**src/rtl/bcr_pkg.sv**
```systemverilog
package bcr_pkg;
  parameter int DATA_W    = 32;
  parameter int ADDR_W    = 8;
  parameter int NUM_WORDS = 28;
  localparam int IDX_W    = ADDR_W - 2;

  localparam int IDX_GEN  = 1;
  localparam int IDX_SET  = 12;
  localparam int IDX_CLR  = 13;
  localparam int IDX_EN   = 14;
  localparam int IDX_ISR  = 15;
  localparam int RST_BIT  = 2;

  function automatic logic [DATA_W-1:0] word_default(input int idx);
    case (idx)
      0:       return 32'h0000_0C40;
      1:       return 32'h0000_1384;
      2:       return 32'h2BFF_8010;
      3:       return 32'h255E_0091;
      4:       return 32'h0000_6140;
      7, 8:    return 32'h0000_01FF;
      26:      return 32'h0000_0008;
      27:      return 32'h1000_0000;
      default: return '0;
    endcase
  endfunction
endpackage

```
**src/rtl/bcr_decode.sv**
```systemverilog
module bcr_decode
  import bcr_pkg::*;
(
  input  logic [ADDR_W-1:0]    addr_i,
  input  logic                 wr_en_i,
  output logic [IDX_W-1:0]     idx_o,
  output logic                 rd_ok_o,
  output logic [NUM_WORDS-1:0] we_o
);
  logic aligned, in_range;

  assign idx_o    = addr_i[ADDR_W-1:2];
  assign aligned  = (addr_i[1:0] == 2'b00);
  assign in_range = (idx_o < IDX_W'(NUM_WORDS));
  assign rd_ok_o  = aligned && in_range;

  // read-only words never get a strobe
  always_comb begin
    for (int i = 0; i < NUM_WORDS; i++) begin
      we_o[i] = wr_en_i && rd_ok_o && (idx_o == IDX_W'(i))
                && (i != IDX_EN) && (i != IDX_ISR);
    end
  end
endmodule

```
**src/rtl/bcr_word_bank.sv**
```systemverilog
module bcr_word_bank
  import bcr_pkg::*;
(
  input  logic                              clk_i,
  input  logic                              rst_ni,
  input  logic [NUM_WORDS-1:0]              we_i,
  input  logic [DATA_W-1:0]                 wdata_i,
  output logic [NUM_WORDS-1:0][DATA_W-1:0]  words_o
);
  for (genvar g = 0; g < NUM_WORDS; g++) begin : g_word
    if (g == IDX_EN || g == IDX_ISR) begin : g_ro
      assign words_o[g] = '0;
    end else begin : g_rw
      logic [DATA_W-1:0] q;
      always_ff @(posedge clk_i or negedge rst_ni) begin
        if (!rst_ni)    q <= word_default(g);
        else if (we_i[g]) q <= wdata_i;
      end
      assign words_o[g] = q;
    end
  end
endmodule

```
**src/rtl/bcr_int_enable.sv**
```systemverilog
module bcr_int_enable
  import bcr_pkg::*;
(
  input  logic              clk_i,
  input  logic              rst_ni,
  input  logic              set_we_i,
  input  logic              clr_we_i,
  input  logic [DATA_W-1:0] wdata_i,
  output logic [DATA_W-1:0] en_o
);
  logic [DATA_W-1:0] en_q;

  always_ff @(posedge clk_i or negedge rst_ni) begin
    if (!rst_ni)       en_q <= '0;
    else if (set_we_i) en_q <= en_q | wdata_i;
    else if (clr_we_i) en_q <= en_q & ~wdata_i;
  end

  assign en_o = en_q;
endmodule

```
**src/rtl/bcr_soft_reset.sv**
```systemverilog
module bcr_soft_reset (
  input  logic clk_i,
  input  logic rst_ni,
  input  logic gen_we_i,
  input  logic old_bit_i,
  input  logic new_bit_i,
  output logic req_o
);
  logic req_q;

  always_ff @(posedge clk_i or negedge rst_ni) begin
    if (!rst_ni) req_q <= 1'b0;
    else         req_q <= gen_we_i && !old_bit_i && new_bit_i;
  end

  assign req_o = req_q;
endmodule

```
**src/rtl/bridge_ctl_regs.sv**
```systemverilog
module bridge_ctl_regs
  import bcr_pkg::*;
(
  input  logic              clk_i,
  input  logic              rst_ni,
  input  logic [ADDR_W-1:0] addr_i,
  input  logic              wr_en_i,
  input  logic [DATA_W-1:0] wdata_i,
  output logic [DATA_W-1:0] rdata_o,
  output logic              sys_rst_req_o,
  output logic [DATA_W-1:0] int_en_o
);
  logic [IDX_W-1:0]                  idx;
  logic                              rd_ok;
  logic [NUM_WORDS-1:0]              we;
  logic [NUM_WORDS-1:0][DATA_W-1:0]  words;
  logic [DATA_W-1:0]                 en;

  bcr_decode u_decode (
    .addr_i  (addr_i),
    .wr_en_i (wr_en_i),
    .idx_o   (idx),
    .rd_ok_o (rd_ok),
    .we_o    (we)
  );

  bcr_word_bank u_bank (
    .clk_i   (clk_i),
    .rst_ni  (rst_ni),
    .we_i    (we),
    .wdata_i (wdata_i),
    .words_o (words)
  );

  bcr_int_enable u_inten (
    .clk_i    (clk_i),
    .rst_ni   (rst_ni),
    .set_we_i (we[IDX_SET]),
    .clr_we_i (we[IDX_CLR]),
    .wdata_i  (wdata_i),
    .en_o     (en)
  );

  bcr_soft_reset u_srst (
    .clk_i     (clk_i),
    .rst_ni    (rst_ni),
    .gen_we_i  (we[IDX_GEN]),
    .old_bit_i (words[IDX_GEN][RST_BIT]),
    .new_bit_i (wdata_i[RST_BIT]),
    .req_o     (sys_rst_req_o)
  );

  always_comb begin
    rdata_o = '0;
    if (rd_ok) begin
      for (int i = 0; i < NUM_WORDS; i++) begin
        if (idx == IDX_W'(i)) rdata_o = (i == IDX_EN) ? en : words[i];
      end
    end
  end

  assign int_en_o = en;
endmodule

```
**config.mk**
```make
export PLATFORM = sky130hd
export DESIGN_NAME = bridge_ctl_regs
export DESIGN_NICKNAME = d
export VERILOG_FILES = /design/src/rtl/bcr_pkg.sv /design/src/rtl/bcr_decode.sv /design/src/rtl/bcr_word_bank.sv /design/src/rtl/bcr_int_enable.sv /design/src/rtl/bcr_soft_reset.sv /design/src/rtl/bridge_ctl_regs.sv
export SDC_FILE = /design/constraint.sdc
export NUM_CORES = 1
export LEC_CHECK = 0
export BUFFER_PORTS_ARGS = -buffer_cell sky130_fd_sc_hd__buf_2
export CORE_MARGIN = 1.5
export CORE_UTILIZATION = 60
export DETAILED_ROUTE_END_ITERATION = 8
export PLACE_DENSITY = 0.8
export SLEW_MARGIN = 20
export SYNTH_ARGS = -nofsm -noshare
export SYNTH_HDL_FRONTEND = slang
export SYNTH_HIERARCHICAL = 1
export SYNTH_SLANG_ARGS = --single-unit
```
**constraint.sdc**
```tcl
create_clock -name clk_i -period 4 [get_ports clk_i]
set_clock_uncertainty 0.15 [all_clocks]
set_input_delay 0.6 -clock clk_i [delete_from_list [all_inputs] [get_ports clk_i]]
set_output_delay 0.6 -clock clk_i [all_outputs]
set_load 0.02 [all_outputs]
```
# Word level (Yosys, flattened, before mapping)
# Cells that the tools add are included.
# W data, S select, Z words.
[op_classes]
n_lt_le_gt_ge = 1
eq_ne = 27
n_mux = 31
bitwise_logic = 3
reduce_logical = 34
[ops]
columns = ["operator", "n"]
rows = [
  ["$mux W32", 31],
  ["$eq A6 B5 Y1 const B", 12],
  ["$eq A6 B4 Y1 const B", 8],
  ["$and A32 B32 Y32", 1],
  ["$not A32 Y32", 1],
  ["$or A32 B32 Y32", 1],
  ["$logic_and A1 B1 Y1", 30],
  ["$eq A6 B3 Y1 const B", 4],
  ["$eq A6 B2 Y1 const B", 2],
  ["$eq A6 B1 Y1 const B", 1],
  ["$logic_not A6 Y1", 1],
  ["$lt A6 B5 Y1 const B", 1],
  ["$logic_not A2 Y1", 1],
  ["$reduce_bool A2 Y1", 1],
  ["$logic_not A1 Y1", 1],
]
[word_totals]
regBits = 865
out_inout_bits = 65
elab_cells = 124

# Depth between registers and ports, before layout
[depth]
depth_word = 30
ltp_mapped = 12
depth_no_buf = 7

# Cells and area by module
# Netlist, hierarchy kept.
[by_module_without_submodules]
columns = ["module", "instances", "cells_per_inst", "area_each_um2", "seq_area_each_um2"]
rows = [
  ["bcr_word_bank", 1, 1897, 32929.1, 20891.3],
  ["bridge_ctl_regs", 1, 1059, 6666.4, 0.0],
  ["bcr_int_enable", 1, 102, 1249.9, 800.8],
  ["bcr_decode", 1, 53, 345.3, 0.0],
  ["bcr_soft_reset", 1, 2, 33.8, 25.0],
]

# Worst setup path after synthesis
# Ideal clock, no wire load.
[synth_path]
kind = "input-to-output"
start = "in addr_i[2]"
end = "out rdata_o[29]"
t_arrival_ns = 2.944
t_required_ns = 3.250
setup_slack_ns = 0.306
cell_stages = 10
path_cell_list = "buf_4 -> buf_4 -> or4_4 -> nor2_1 -> buf_2 -> buf_2 -> a22oi_1 -> nand4_1 -> nor3_1 -> o41ai_1"
[synth_via]
elab_chain_cells = 30
[synth_lines]
columns = ["item", "line", "rtl"]
rows = [
  ["start: declaration", "bridge_ctl_regs.sv:6", "input logic [ADDR_W-1:0] addr_i,"],
  ["$logic_not A6 Y1", "bridge_ctl_regs.sv:57", "if (idx == IDX_W'(i)) rdata_o = (i == IDX_EN) ? en : words[i];"],
  ["$mux W32 (28 in series)", "bridge_ctl_regs.sv:57", ""],
  ["$mux W32 (*)", "bridge_ctl_regs.sv:55", "if (rd_ok) begin"],
  ["end: declaration", "bridge_ctl_regs.sv:9", "output logic [DATA_W-1:0] rdata_o,"],
]
# Mark *: on every way between the ends. The rest lies on a longest branch, timed or not.

# Worst setup path in the final report
[layout_path]
start = "in addr_i[6]"
end = "out rdata_o[6]"
# Same word-level chain as after synthesis.

==> flow_metrics.env <==
export IMPL_layout_setup_ws_ps=19.8
export IMPL_grt_pass1_wl_um=206000
export IMPL_powerDensity_nw_per_um2=417
export IMPL_fin_crit_ps=3980
export IMPL_p_sw_share_pct=23.6
export IMPL_layout_cells_most_common="dfrtp_1"
export IMPL_grt_usage_pct=40.1
export IMPL_grt_pass1_vias=31305
export IMPL_end_kind="output pin"
export IMPL_holdWs_ps=332
export IMPL_min_delay_start="wdata_i[27]"
export IMPL_firstDrtPassIters=6
export IMPL_syn_inst=3078
export IMPL_grt_overflow_total=0
export IMPL_drt_wl_total_um=140000
export IMPL_drive_gt1_share_pct=44.0
export IMPL_dp_hpwl_um=85900
export IMPL_power_total_mw=19.2
export IMPL_post_place_ws_ps=-31.0
export IMPL_ir_worst_vdd_v=0.000323
export IMPL_cts_buffers=88
export IMPL_cts_root_buf="clkbuf_16"
export IMPL_p_int_mw=14.6
export IMPL_drt_iter0_markers=4618
export IMPL_slew_viol_final=0
export IMPL_vias_per_cell=7.30
export IMPL_cp_data_arrival_time_ps=3230
export IMPL_die_area_um2=69900
export IMPL_rsz0062_at_grt="true"
export IMPL_clockBufferDepth=3
export IMPL_antenna_found_initial=6
export IMPL_fin_crit_sh_pct=99.5
export IMPL_timing_hold_violations_final=0
export IMPL_syn_area_um2=41000
export IMPL_slew_headroom_pct=43.0
export IMPL_pwr_share_comb_pct=6.6
export IMPL_grt_start_max_net_pins=150
export IMPL_route_detailed_drc=0
export IMPL_cts_sinks=865
export IMPL_port_buffers=107
export IMPL_p_sw_mw=4.53
export IMPL_hold_class="in2reg"
export IMPL_status="completed"
export IMPL_htree_levels=3
export IMPL_cp_start_kind="input pin"
export IMPL_worst_path_max_fanout=14
export IMPL_synth_area_per_cell_um2=13.3
export IMPL_clkSlewWorstSetupHoldPaths_ps=60
export IMPL_dpl_cell_area_um2=42900
export IMPL_via_count=30399
export IMPL_yosysWarnings=6
export IMPL_final_nets=3261
export IMPL_design_area_um2=46000
export IMPL_critPathLaunch="addr_i[6]"
export IMPL_avgRoutedWirePerCell_um=33.7
export IMPL_dpl_cell_count=3993
export IMPL_insertion_delay_ps=640
export IMPL_leakage_nw=21.7
export IMPL_pwr_share_clk_pct=44.1
export IMPL_fmax_mhz=251
export IMPL_coreArea_um2=67400
export IMPL_p_seq_share_pct=49.4
export IMPL_ioPinCount=108
export IMPL_die_height_um=264
export IMPL_cts_tree="done"
export IMPL_fp_dieW_um=264
export IMPL_setup_viol=0
export IMPL_rows=95
export IMPL_fin_cells=4166
export IMPL_start_util_pct=60.8
export IMPL_crit_required_ps=3250
export IMPL_mostFrequentLayoutCells="808 x dfrtp_1, 648 x mux2_2, 191 x buf_4"
export IMPL_crit_type="in2out"
export IMPL_antenna_left=0
export IMPL_maxCapViolCount=0
export IMPL_n_fill_cell=4464
export IMPL_area_growth_pct=12.3
export IMPL_worst_slew_pin_slew_ps=854
export IMPL_place_gp_congestion=0.952
==> through the flow <==
step | utilization (%) | setup TNS, ps
3_3_place_gp | 63.7 | -23.6
5_1_grt | 68.3 | -52.9
3_5_place_dp | 63.7 | -31.0
6_report | 68.3 | 0
2_1_floorplan | - | 0
4_1_cts | 68.1 | 0
==> flip-flops by register name, summed over array words and instances (netlist names), named ones only <==
| register | cells |
|---|---|
| u_srst/req_o | 1 |
| u_bank/g_word.g_rw.q | 832 |
==> final cells by class <==
class	instances	area, µm²	area share (%)
Antenna cell	2	5.00	0.0109
Clock buffer	139	2610	5.66
Clock inverter	24	327	0.710
Inverter	4	15.0	0.0326
Multi-Input combinational cell	1908	17300	37.5
Sequential cell	865	21700	47.2
Tap cell	873	1090	2.37
Timing Repair Buffer	351	3000	6.51
==> path summary, 6_finish.rpt <==
check	to	slack (ps)	cells after the start
setup / recovery	rdata_o[6]	20	13
hold / removal	flop	330	3
setup reg to reg	flop	2930	1
hold reg to reg	u_bank/g_word[10].g_rw.q[0]	350	1
max in group asynchronous	u_bank/g_word[3].g_rw.q[20]	2150	4
min in group asynchronous	u_bank/g_word[26].g_rw.q[10]	350	2
==> worst max-delay path, stage by stage <==
cell	delay (ps)
buf_2	170
buf_4	230
nor4b_2	70
buf_4	180
nand2_1	120
buf_6	210
o22ai_1	130
nor4_2	280
a211oi_1	140
buf_4	150
or4_1	570
a21oi_1	170
buf_2	180
==> metal layers <==
metal  GRT usage [%]  vias up  wire length [µm]
met1            52.3    15556             51600
li1                -    11698                 -
met2            58.2     2453             60100
met3            11.8      684             18100
met4            26.5        8             10400
met5               0        -                59
==> repair_timing <==
action | CTS | global route
resized for setup | 2 | 13
cloned | 0 | 0
hold endpoints to repair | 45 | 0
hold buffers | 1 | 0
pin swaps | 1 | 4
setup buffers | 3 | 5
endpoints found under the setup margin | 2 | 12
==> power by group through the flow <==
stage               Clock, mW  Combinational [mW]  Sequential, mW
floorplan                   0               0.706            9.52
global placement            0                1.18            9.56
detailed placement          0                1.23            9.59
CTS                      8.46                1.24            9.44
global route             8.81                1.35            9.49
finish                   8.45                1.26            9.46
Power figures use the tool's default switching activity.
